### src/rtl/refclk_fs_pkg.sv
// Shared types and helpers for the reference clock failsafe monitor.
// Assumes the ratio select is a two-bit binary exponent of the divide ratio.
package refclk_fs_pkg;

    typedef enum logic [1:0] {
        FS_FAIL       = 2'd0,
        FS_EDGE_WAIT  = 2'd1,
        FS_GUARD_WAIT = 2'd2,
        FS_GOOD       = 2'd3
    } fs_state_t;

    // Decode the two select bits into the divide ratio 1, 2, 4 or 8.
    function automatic logic [3:0] ratio_of(input logic [1:0] sel);
        return 4'd1 << sel;
    endfunction

endpackage

### src/rtl/refclk_edge_sync.sv
// Brings the asynchronous reference into the local clock domain through a
// flop chain and flags each rising edge with a one-cycle pulse.
// Assumes every reference high and low phase spans at least one local clock.
module refclk_edge_sync #(
    parameter int SYNC_STAGES = 2
) (
    input  logic clk,
    input  logic rst_n,
    input  logic async_in,
    output logic rise_o
);
    logic [SYNC_STAGES-1:0] sync_q;
    logic                   prev_q;

    // Metastability chain followed by one delay flop for edge detection.
    always_ff @(posedge clk) begin
        if (!rst_n) begin
            sync_q <= '0;
            prev_q <= 1'b0;
        end else begin
            sync_q <= {sync_q[SYNC_STAGES-2:0], async_in};
            prev_q <= sync_q[SYNC_STAGES-1];
        end
    end

    assign rise_o = sync_q[SYNC_STAGES-1] & ~prev_q;
endmodule

### src/rtl/refclk_divider.sv
// Divides the synchronized reference edge stream by the selected ratio and
// emits one tick per divided period. A select change restarts the count.
// Assumes the select inputs are quasi-static.
module refclk_divider
    import refclk_fs_pkg::*;
(
    input  logic       clk,
    input  logic       rst_n,
    input  logic       rise_i,
    input  logic [1:0] sel_i,
    output logic       tick_o
);
    logic [2:0] edge_cnt;
    logic [1:0] sel_q;
    logic [2:0] last_cnt;

    assign last_cnt = 3'(ratio_of(sel_i) - 4'd1);
    assign tick_o   = rise_i && (edge_cnt == last_cnt) && (sel_i == sel_q);

    // Count reference edges modulo the ratio; restart when the select moves.
    always_ff @(posedge clk) begin
        if (!rst_n) begin
            edge_cnt <= '0;
            sel_q    <= '0;
        end else begin
            sel_q <= sel_i;
            if (sel_i != sel_q) begin
                edge_cnt <= '0;
            end else if (rise_i) begin
                edge_cnt <= (edge_cnt == last_cnt) ? 3'd0 : edge_cnt + 3'd1;
            end
        end
    end
endmodule

### src/rtl/refclk_freq_meter.sv
// Counts local cycles across WIN_PERIODS divided-reference periods and
// compares the total against a ppm band fixed at elaboration. It also flags
// a lost reference when no divided tick arrives within twice the nominal
// period. Assumes WIN_PERIODS >= 16 and NOM_CYC >= 4.
module refclk_freq_meter #(
    parameter int NOM_CYC     = 32,
    parameter int WIN_PERIODS = 4096,
    parameter int TOL_PPM     = 300
) (
    input  logic clk,
    input  logic rst_n,
    input  logic tick_i,
    output logic win_done_o,
    output logic win_ok_o,
    output logic win_fast_o,
    output logic win_slow_o,
    output logic ref_lost_o
);
    localparam int NOM_TOTAL = NOM_CYC * WIN_PERIODS;
    localparam int TOL_CNT   = int'((longint'(NOM_TOTAL) * longint'(TOL_PPM)) / longint'(1000000));
    localparam int HI_CNT    = NOM_TOTAL + TOL_CNT;
    localparam int LO_CNT    = NOM_TOTAL - TOL_CNT;
    localparam int LOST_LIM  = 2 * NOM_CYC;
    localparam int CNT_W     = $clog2(2 * NOM_TOTAL + 2);
    localparam int GAP_W     = $clog2(LOST_LIM + 1);
    localparam int PER_W     = $clog2(WIN_PERIODS + 1);

    logic             active;
    logic [CNT_W-1:0] cyc_cnt;
    logic [CNT_W-1:0] meas;
    logic [PER_W-1:0] per_cnt;
    logic [GAP_W-1:0] gap_cnt;
    logic             last_tick;

    assign ref_lost_o = (gap_cnt == GAP_W'(LOST_LIM));
    assign meas       = cyc_cnt + 1'b1;
    assign last_tick  = tick_i && active && (per_cnt == PER_W'(WIN_PERIODS - 1));

    // Cycles since the last divided tick, saturating at the loss limit.
    always_ff @(posedge clk) begin
        if (!rst_n) begin
            gap_cnt <= '0;
        end else if (tick_i) begin
            gap_cnt <= '0;
        end else if (!ref_lost_o) begin
            gap_cnt <= gap_cnt + 1'b1;
        end
    end

    // Window sequencer: start on a tick, count cycles, close after N periods.
    always_ff @(posedge clk) begin
        if (!rst_n) begin
            active  <= 1'b0;
            cyc_cnt <= '0;
            per_cnt <= '0;
        end else if (ref_lost_o) begin
            active  <= 1'b0;
            cyc_cnt <= '0;
            per_cnt <= '0;
        end else if (tick_i) begin
            if (!active || last_tick) begin
                active  <= 1'b1;
                cyc_cnt <= '0;
                per_cnt <= '0;
            end else begin
                cyc_cnt <= cyc_cnt + 1'b1;
                per_cnt <= per_cnt + 1'b1;
            end
        end else if (active) begin
            cyc_cnt <= cyc_cnt + 1'b1;
        end
    end

    // Register the verdict of each completed window.
    always_ff @(posedge clk) begin
        if (!rst_n) begin
            win_done_o <= 1'b0;
            win_ok_o   <= 1'b0;
            win_fast_o <= 1'b0;
            win_slow_o <= 1'b0;
        end else begin
            win_done_o <= last_tick && !ref_lost_o;
            if (last_tick) begin
                win_ok_o   <= (meas >= CNT_W'(LO_CNT)) && (meas <= CNT_W'(HI_CNT));
                win_fast_o <= (meas > CNT_W'(NOM_TOTAL));
                win_slow_o <= (meas < CNT_W'(NOM_TOTAL));
            end
        end
    end
endmodule

### src/rtl/refclk_tune_ctrl.sv
// Owns the tuning code and the active-low fail flag. The code steps one
// count per accepted window and freezes otherwise. The flag is released
// only after 12*n reference edges plus GUARD_CYC cycles of hold-off.
// Assumes window verdict inputs are one-cycle pulses with stable levels.
module refclk_tune_ctrl
    import refclk_fs_pkg::*;
#(
    parameter int TUNE_W    = 8,
    parameter int GUARD_CYC = 4
) (
    input  logic              clk,
    input  logic              rst_n,
    input  logic              win_done_i,
    input  logic              win_ok_i,
    input  logic              win_fast_i,
    input  logic              win_slow_i,
    input  logic              ref_lost_i,
    input  logic              ref_rise_i,
    input  logic [1:0]        sel_i,
    output logic [TUNE_W-1:0] code_o,
    output logic              fail_n_o
);
    localparam logic [TUNE_W-1:0] CODE_MID = TUNE_W'(1) << (TUNE_W - 1);
    localparam logic [TUNE_W-1:0] CODE_MAX = '1;
    localparam int                GUARD_W  = $clog2(GUARD_CYC + 1);

    fs_state_t          state, nxt;
    logic [6:0]         edge_cnt;
    logic [6:0]         edge_last;
    logic [GUARD_W-1:0] guard_cnt;
    logic               accept;

    assign edge_last = 7'(12 * ratio_of(sel_i) - 1);
    assign accept    = win_done_i && win_ok_i && !ref_lost_i;

    // Next-state choice; loss and rejected windows override everything.
    always_comb begin
        nxt = state;
        case (state)
            FS_FAIL:       if (accept) nxt = FS_EDGE_WAIT;
            FS_EDGE_WAIT:  if (ref_rise_i && edge_cnt == edge_last) nxt = FS_GUARD_WAIT;
            FS_GUARD_WAIT: if (guard_cnt == GUARD_W'(GUARD_CYC - 1)) nxt = FS_GOOD;
            default:       nxt = state;
        endcase
        if (win_done_i && !win_ok_i) nxt = FS_FAIL;
        if (ref_lost_i)              nxt = FS_FAIL;
    end

    // State, hold-off counters and the registered flag.
    always_ff @(posedge clk) begin
        if (!rst_n) begin
            state     <= FS_FAIL;
            edge_cnt  <= '0;
            guard_cnt <= '0;
            fail_n_o  <= 1'b0;
        end else begin
            state     <= nxt;
            fail_n_o  <= (nxt == FS_GOOD);
            edge_cnt  <= (state == FS_EDGE_WAIT && ref_rise_i) ? edge_cnt + 7'd1 :
                         (state == FS_EDGE_WAIT) ? edge_cnt : 7'd0;
            guard_cnt <= (state == FS_GUARD_WAIT) ? guard_cnt + 1'b1 : '0;
        end
    end

    // Step the tuning code toward zero error, saturating at both ends.
    always_ff @(posedge clk) begin
        if (!rst_n) begin
            code_o <= CODE_MID;
        end else if (accept) begin
            if (win_fast_i && code_o != '0)
                code_o <= code_o - 1'b1;
            else if (win_slow_i && code_o != CODE_MAX)
                code_o <= code_o + 1'b1;
        end
    end
endmodule

### src/rtl/refclk_failsafe.sv
// Top of the reference clock failsafe monitor. It chains the synchronizer,
// the ratio divider, the frequency meter and the tuning controller. The
// reference is only observed and never routed to any output.
// Assumes clk is the free-running local oscillator clock.
module refclk_failsafe #(
    parameter int NOM_CYC     = 32,
    parameter int WIN_PERIODS = 4096,
    parameter int TOL_PPM     = 300,
    parameter int TUNE_W      = 8,
    parameter int GUARD_CYC   = 4
) (
    input  logic              clk,
    input  logic              rst_n,
    input  logic              ref_clk_i,
    input  logic [1:0]        ratio_sel,
    output logic [TUNE_W-1:0] tune_code_o,
    output logic              fail_n_o
);
    logic ref_rise;
    logic div_tick;
    logic win_done, win_ok, win_fast, win_slow, ref_lost;

    refclk_edge_sync #(.SYNC_STAGES(2)) u_sync (
        .clk      (clk),
        .rst_n    (rst_n),
        .async_in (ref_clk_i),
        .rise_o   (ref_rise)
    );

    refclk_divider u_div (
        .clk    (clk),
        .rst_n  (rst_n),
        .rise_i (ref_rise),
        .sel_i  (ratio_sel),
        .tick_o (div_tick)
    );

    refclk_freq_meter #(
        .NOM_CYC     (NOM_CYC),
        .WIN_PERIODS (WIN_PERIODS),
        .TOL_PPM     (TOL_PPM)
    ) u_meter (
        .clk        (clk),
        .rst_n      (rst_n),
        .tick_i     (div_tick),
        .win_done_o (win_done),
        .win_ok_o   (win_ok),
        .win_fast_o (win_fast),
        .win_slow_o (win_slow),
        .ref_lost_o (ref_lost)
    );

    refclk_tune_ctrl #(
        .TUNE_W    (TUNE_W),
        .GUARD_CYC (GUARD_CYC)
    ) u_ctrl (
        .clk        (clk),
        .rst_n      (rst_n),
        .win_done_i (win_done),
        .win_ok_i   (win_ok),
        .win_fast_i (win_fast),
        .win_slow_i (win_slow),
        .ref_lost_i (ref_lost),
        .ref_rise_i (ref_rise),
        .sel_i      (ratio_sel),
        .code_o     (tune_code_o),
        .fail_n_o   (fail_n_o)
    );
endmodule

### config.mk
export PLATFORM = sky130hd
export DESIGN_NAME = refclk_failsafe
export DESIGN_NICKNAME = d
export VERILOG_FILES = /design/src/rtl/refclk_fs_pkg.sv /design/src/rtl/refclk_edge_sync.sv /design/src/rtl/refclk_divider.sv /design/src/rtl/refclk_freq_meter.sv /design/src/rtl/refclk_tune_ctrl.sv /design/src/rtl/refclk_failsafe.sv
export SDC_FILE = /design/constraint.sdc
export NUM_CORES = 1
export LEC_CHECK = 0
export BUFFER_PORTS_ARGS = -buffer_cell sky130_fd_sc_hd__buf_4
export CORE_MARGIN = 4
export CORE_UTILIZATION = 50
export CTS_BUF_LIST = sky130_fd_sc_hd__clkbuf_4
export DETAILED_ROUTE_END_ITERATION = 7
export PLACE_DENSITY_LB_ADDON = 0.1
export SYNTH_ARGS = -nofsm -noshare
export SYNTH_HDL_FRONTEND = slang
export SYNTH_SLANG_ARGS = --single-unit
### constraint.sdc
create_clock -name clk -period 2.2 [get_ports clk]
set_input_delay 0 -clock clk [delete_from_list [all_inputs] [get_ports clk]]
set_output_delay 0 -clock clk [all_outputs]
set_load 0.005 [all_outputs]
; ---- Yosys cells after proc, flatten, opt, wreduce, memory -nomap -nowiden
; Cells that the tools add are included.
[classes]
n_addsub = 10
multipliers = 1
n_lt_le_gt_ge = 4
eq_ne = 12
shifts = 1
muxes = 15
bitwise_logic = 3
n_reduce_logical = 27
[ops]
columns = operator, count
row1 = 19-bit two-way mux, 3
row2 = "19-bit by 1-bit adder with 19-bit output, second input constant", 1
row3 = "19-bit by 17-bit greater-or-equal comparator with 1-bit output, second input constant", 1
row4 = "19-bit by 18-bit > comparator with 1-bit output, second input constant", 1
row5 = "19-bit by 18-bit <= comparator with 1-bit output, second input constant", 1
row6 = "19-bit by 18-bit less-than comparator with 1-bit output, second input constant", 1
row7 = 8-bit two-way mux, 2
row8 = "7-bit by 1-bit adder with 7-bit output, second input constant", 2
row9 = 7-bit two-way mux, 2
row10 = "13-bit by 1-bit adder with 13-bit output, second input constant", 1
row11 = "13-bit by 12-bit equality test with 1-bit output, second input constant", 1
row12 = 1-bit logical AND, 13
row13 = 13-bit two-way mux, 1
row14 = 2-bit two-way mux, 5
row15 = "8-bit by 1-bit adder with 8-bit output, second input constant", 1
row16 = "8-bit inequality test, second input constant", 1
row17 = 8-bit nonzero test, 1
row18 = "8-bit by 1-bit subtractor with 8-bit output, second input constant", 1
row19 = 7-bit equality test, 1
row20 = "7-bit equality test, second input constant", 1
row21 = "7-bit by 1-bit subtractor with 7-bit output, second input constant", 1
row22 = "3-bit by 1-bit adder with 3-bit output, second input constant", 2
row23 = 2-bit one-hot mux with 3 select lines, 1
row24 = 2-bit AND reduction, 3
row25 = 18 further kinds, 25
[totals]
reg_bits = 73
in_bits = 5
output_inout_bits = 9
wordCells = 90

; ---- Logic depth before layout (Yosys ltp)
[logic_depth]
word_depth = 10
depth_mapped = 12

; ---- Modules after synthesis
; Synthesis repeated with hierarchy kept, for this count alone.
[hier_totals]
hier_cells = 512
area_unflattened_um2 = 4287.9
[modules_own_cells]
columns = mod, instances, cells_each, area_each_um2, seq_area_each_um2
row1 = refclk_freq_meter, 1, 336, 2667.6, 880.8
row2 = refclk_tune_ctrl, 1, 144, 1244.9, 420.4
row3 = refclk_divider, 1, 25, 282.8, 100.1
row4 = refclk_edge_sync, 1, 7, 92.6, 60.1

; ---- Worst setup path before layout
; Ideal clock, no wire load.
[synth_path]
path_type = register to register
from = register u_ctrl.code_o[2]
to = register u_ctrl.code_o[7]
arrival_time_ns = 2.296
t_required_ns = 2.070
slack_ns = -0.225
stages_incl_launch_ff = 13
n_path_buf = 0
period_less_slack_ns = 2.425
cell_sequence = dfxtp_1 -> nor4_1 -> nand2_1 -> nand2_1 -> inv_1 -> ha_1 -> a21oi_1 -> nor2b_1 -> o31a_1 -> o41ai_1 -> xnor2_1 -> a21boi_0 -> nand3b_1
[synth_via]
elab_chain_len = 4
word_cells_on_any_way = 10
[synth_lines]
columns = element, line_no
row1 = start: declaration, refclk_tune_ctrl.sv:20  ; output logic [TUNE_W-1:0] code_o,
row2 = start signal: assignment, refclk_tune_ctrl.sv:71  ; code_o <= code_o - 1'b1;
row3 = start signal: assignment, refclk_tune_ctrl.sv:73  ; code_o <= code_o + 1'b1;
row4 = branches (longest 4 deep; another with 8-bit by 1-bit adder with 8-bit output), --
; Parallel ways; which one is timed is not known. The select of a mux whose other input is x is not followed.
; A chain may end at the register's enable or synchronous reset.

; ---- Worst setup path in the final report
[layout_path]
from = register u_ctrl.code_o[6]
to = register u_ctrl.code_o[7]
; Same word-level chain as after synthesis.

==> impl_table.tex <==
\begin{tabular}{lr}
\hline
Metric & Value \\
\hline
\multicolumn{2}{l}{\textbf{Setup path}} \\
\quad Capturing element type of the critical path & register \\
\quad Category of the critical setup timing path & reg2reg \\
\quad Critical path fanouts, max & 4 \\
\quad Data required, critical path & around 2.5 ns \\
\quad CP arrival & 2.64 ns \\
\quad Worst reg2reg endpoint & u\_ctrl.code\_o[7] \\
\quad Category of the worst setup path launch point & register \\
\quad Register-to-register setup slack & -0.13 ns \\
\quad Startpoint of the most critical register-to-register path & u\_ctrl.code\_o[6] \\
\quad Worst Reg-to-Reg Cells & 13 \\
\multicolumn{2}{l}{\textbf{Layout}} \\
\quad Finished layout cell area & 5120 um2 \\
\quad Area growth, synth to finish & 26.5\% \\
\quad Most frequent cells in the layout & nor2\_1 (78), buf\_4 (76), dfxtp\_1 (68) \\
\quad Diode insertion count for antenna repair & 0 \\
\quad Commonest non-fill, non-tap cell in the layout & nor2\_1 \\
\quad Number of nets in the finished design & slightly below 600 \\
\quad Share of final-layout standard cells stronger than drive strength 1 & between 20\% and 30\% \\
\multicolumn{2}{l}{\textbf{Floorplan}} \\
\quad Die Y & just under 100 um \\
\quad Initial Utilization & approximately 52\% \\
\quad Area of the core & $\sim$7800 um2 \\
\quad Horiz. Die Dim & between 90 and 100 um \\
\quad Full die area & between 9000 and 10000 um2 \\
\quad Number of top-level pins & 14 \\
\quad Number of cell rows & 32 \\
\multicolumn{2}{l}{\textbf{Logic synthesis}} \\
\quad Total number of yosys warnings & 0 \\
\quad Post-synthesis cell type count & 67 \\
\quad Post-Syn Area per Cell & 8.25 um2 \\
\quad Synth area leaders & dfxtp\_1 (36\%), nor2\_1 (7.3\%), xnor2\_1 (5.4\%) \\
\quad Number of synthesized register bits & 73 \\
\quad Leading register cell type out of synthesis & dfxtp\_1 \\
\quad Seq/Total Area, Yosys & between 30\% and 40\% \\
\quad Area share of the largest cell type after synthesis & a little over a third \\
\quad Cell count after synthesis & approximately 490 \\
\quad Cell type with the largest total area after synthesis & dfxtp\_1 \\
\quad Synth Cell Area & 4050 um2 \\
\quad Asr flop ratio synth & 0\% \\
\quad Net count of the mapped netlist & between 500 and 600 \\
\quad Post-synth EDFFs & 0 \\
\multicolumn{2}{l}{\textbf{Power and ir drop}} \\
\quad Final Power & roughly 2.5 mW \\
\quad Switching share of total power & between 20\% and 30\% \\
\quad Sw Pwr & 0.551 mW \\
\quad Worst VDD drop & 0.000260 V \\
\quad Internal power & between 1.5 and 2 mW \\
\quad Flop pwr share & between 50\% and 60\% \\
\quad Share of total power in combinational logic & $\sim$4.2\% \\
\quad Pwr/cell area & 488 nW/um2 \\
\quad Leakage power of the design & roughly 2.0 nW \\
\quad Clock power frac & a little over two fifths \\
\multicolumn{2}{l}{\textbf{Clock tree}} \\
\quad Number of buffers on the longest clock path & 2 \\
\quad Root buffer selected by CTS & clkbuf\_4 \\
\quad Clock transition time at the flip-flop clock pins of the worst setup and hold paths & 0.12 ns \\
\quad H-tree level count & 3 \\
\quad Number of buffers created by CTS & 9 \\
\quad Clock tree from TritonCTS & yes \\
\quad CTS Sinks & between 70 and 80 \\
\quad Clock latency on the worst-skew pair & 0.43 ns \\
\multicolumn{2}{l}{\textbf{Hold path}} \\
\quad Beginning of the worst hold path & ratio\_sel[0] \\
\quad Number of cells traversed by the worst hold path & 3 \\
\quad Worst hold path endpoint & u\_div.sel\_q[0] \\
\quad Hold Path Class & in2reg \\
\multicolumn{2}{l}{\textbf{Global routing}} \\
\quad Maximum number of pins on one net before global-route repair & 16 \\
\quad Global routing usage summed across all routing layers & between 10\% and 20\% \\
\quad Via count of the first global-routing pass & 3454 \\
\quad Antenna violations before repair & 0 \\
\quad First-pass GRT wire length & about 15000 um \\
\quad Global-route congestion overflow total & 0 \\
\multicolumn{2}{l}{\textbf{Status}} \\
\quad Violated checks & setup timing \\
\quad Run status & complete, but fails checks \\
\multicolumn{2}{l}{\textbf{STA}} \\
\quad Clock Skews & roughly 0.011 ns \\
\quad Ratio of final minimum period to clock period & 106\% \\
\quad Summed negative setup slack over all endpoints & -0.126 ns \\
\quad Time the worst path needs with I/O delays and setup & between 2 and 2.5 ns \\
\quad Minimum hold slack & 0.424 ns \\
\quad Pins over their slew limit & 0 \\
\quad F\_max & $\sim$0.43 GHz \\
\quad Slew @ Worst Pin & approximately 0.49 ns \\
\quad Worst setup slack after layout & -0.126 ns \\
\quad Setup repair after global routing missed its margin & yes \\
\quad Worst slew slack as a fraction of its limit & between 60\% and 70\% \\
\quad Final count of hold timing violations & 0 \\
\quad Final-report setup violation count & 1 \\
\multicolumn{2}{l}{\textbf{Drt}} \\
\quad Routed wirelength normalized by instance count & roughly 13 um \\
\quad Vias post-DR & $\sim$3600 \\
\quad Total detailed-routing wirelength & 8820 um \\
\quad Via density per instance & 5.37 \\
\quad Count of antenna-violating nets left after detailed routing & 0 \\
\quad Drc violations & 0 \\
\quad DRC violation total after the first TritonRoute iteration & 148 \\
\quad DRT Pass-1 Iters & 6 \\
\multicolumn{2}{l}{\textbf{Placement}} \\
\quad Final RePlAce weighted congestion & a little over 0.8 \\
\quad Detailed-placement wirelength estimate & between 6000 and 7000 um \\
\quad Quantity of I/O buffers inserted on ports & 13 \\
\quad Post-place instance area & between 4000 and 5000 um2 \\
\multicolumn{2}{l}{\textbf{Flow run}} \\
\quad Maxcap violations & 0 \\
\hline
\end{tabular}
[logic make-up after synthesis]
| logic type | count (synthesis) | share of synthesized area (%) |
|---|---|---|
| AO/OA/AOI/OAI | 85 | 14.2 |
| XOR/XNOR | 43 | 9.30 |
| adder cells (fa/ha/maj) | 17 | 5.44 |
| buffers and inverters | 41 | 4.51 |
| flip-flops | 73 | 36.1 |
| multiplexers | 8 | 1.98 |
| AND/OR/NAND/NOR | 224 | 28.5 |
[worst max-delay path by stage]
stage	start	slack (ns)	depth (start not counted)	endpoint
after floorplan	u_ctrl.code_o[5]	-0.1	12	u_ctrl.code_o[7]
after global placement	u_ctrl.code_o[6]	-0.17	12	u_ctrl.code_o[7]
after detailed placement	u_ctrl.code_o[6]	-0.25	12	u_ctrl.code_o[7]
after CTS	u_ctrl.code_o[0]	-0.21	12	u_ctrl.code_o[7]
after global routing	u_ctrl.code_o[6]	-0.29	14	u_ctrl.code_o[7]
final	u_ctrl.code_o[6]	-0.13	13	u_ctrl.code_o[7]
[critical path: stages (launching register included)]
cell	delay, ns
dfxtp_2	0.35
nor4_4	0.27
nand2_1	0.09
nand2_2	0.10
inv_4	0.06
buf_4	0.15
ha_4	0.21
o21a_1	0.16
o31a_1	0.12
o41ai_2	0.26
xnor2_1	0.14
buf_4	0.15
nand3b_1	0.08
nand3b_1	0.08
[cell usage after synthesis, types with 2 or more instances]
cell / count
a211oi_1: 2
a21boi_0: 4
a21o_1: 3
a21oi_1: 18
a22oi_1: 5
a311oi_1: 2
a31oi_1: 8
and2_1: 6
and3_1: 13
and4_1: 5
buf_2: 14
clkbuf_1: 6
dfxtp_1: 73
ha_1: 16
inv_1: 17
mux2i_1: 8
nand2_1: 33
nand2b_1: 5
nand3_1: 18
nand3b_1: 6
nand4_1: 16
nor2_1: 79
nor2b_1: 4
nor3_1: 10
nor3b_1: 2
nor4_1: 7
o211a_1: 4
o211ai_1: 2
o21ai_0: 16
o21ai_1: 2
o21ai_2: 2
o22a_1: 2
o31a_1: 3
or2_1: 2
or3_1: 5
xnor2_1: 25
xor2_1: 18
[metrics by stage]
step / setup slack [ns] / utilization [%] / cells
finish: -0.126 / 65.6 / 668
global route: -0.291 / 65.6 / 668
CTS: -0.211 / 62.9 / 663
detailed placement: -0.255 / 58.9 / 640
global placement: -0.173 / 58.9 / 640
floorplan: -0.0991 / - / 491
[power by group through the flow]
| stage | sequential (mW) | clock (mW) | combinational, mW |
|---|---|---|---|
| 2_1_floorplan | 1.37 | 0 | 0.0642 |
| 3_3_place_gp | 1.37 | 0 | 0.0933 |
| 3_5_place_dp | 1.37 | 0 | 0.0970 |
| 4_1_cts | 1.34 | 1.09 | 0.104 |
| 5_1_grt | 1.34 | 1.15 | 0.118 |
| 6_report | 1.34 | 1.06 | 0.105 |
[timing repair]
action,4_1_cts,5_1_grt
hold buffers,5,0
buffers inserted,2,5
hold endpoints to repair,18,0
gates resized for setup,13,33
pin swaps,10,19
setup endpoints to repair,3,5
[metal layers]
layer  up-vias  share of wire, %  track usage (%)
met4         0               1.2             4.69
met2        37                49             31.6
met1      1664                48             24.1
met3         9               2.6             5.14
met5         -                 0                0
li1       1875                 -                -
[flip-flops by register name, indices dropped and copies added, names as in the netlist, 2 cells and up]
signal	flops
u_ctrl.code_o	8
u_ctrl.edge_cnt	7
u_ctrl.guard_cnt	3
u_ctrl.state	2
u_div.edge_cnt	3
u_div.sel_q	2
u_meter.cyc_cnt	19
u_meter.gap_cnt	7
u_meter.per_cnt	13
u_sync.sync_q	2
[cell type report]
class / count / area [um2]
clock buffers: 9 / 67.6
repair buffers: 82 / 632
well taps: 102 / 128
flip-flops and latches: 73 / 1470
multi-input cells: 377 / 2640
clock inverters: 7 / 116
inverters: 18 / 70.1
fillers: 666 / 2680
Power figures use the tool's default switching activity.
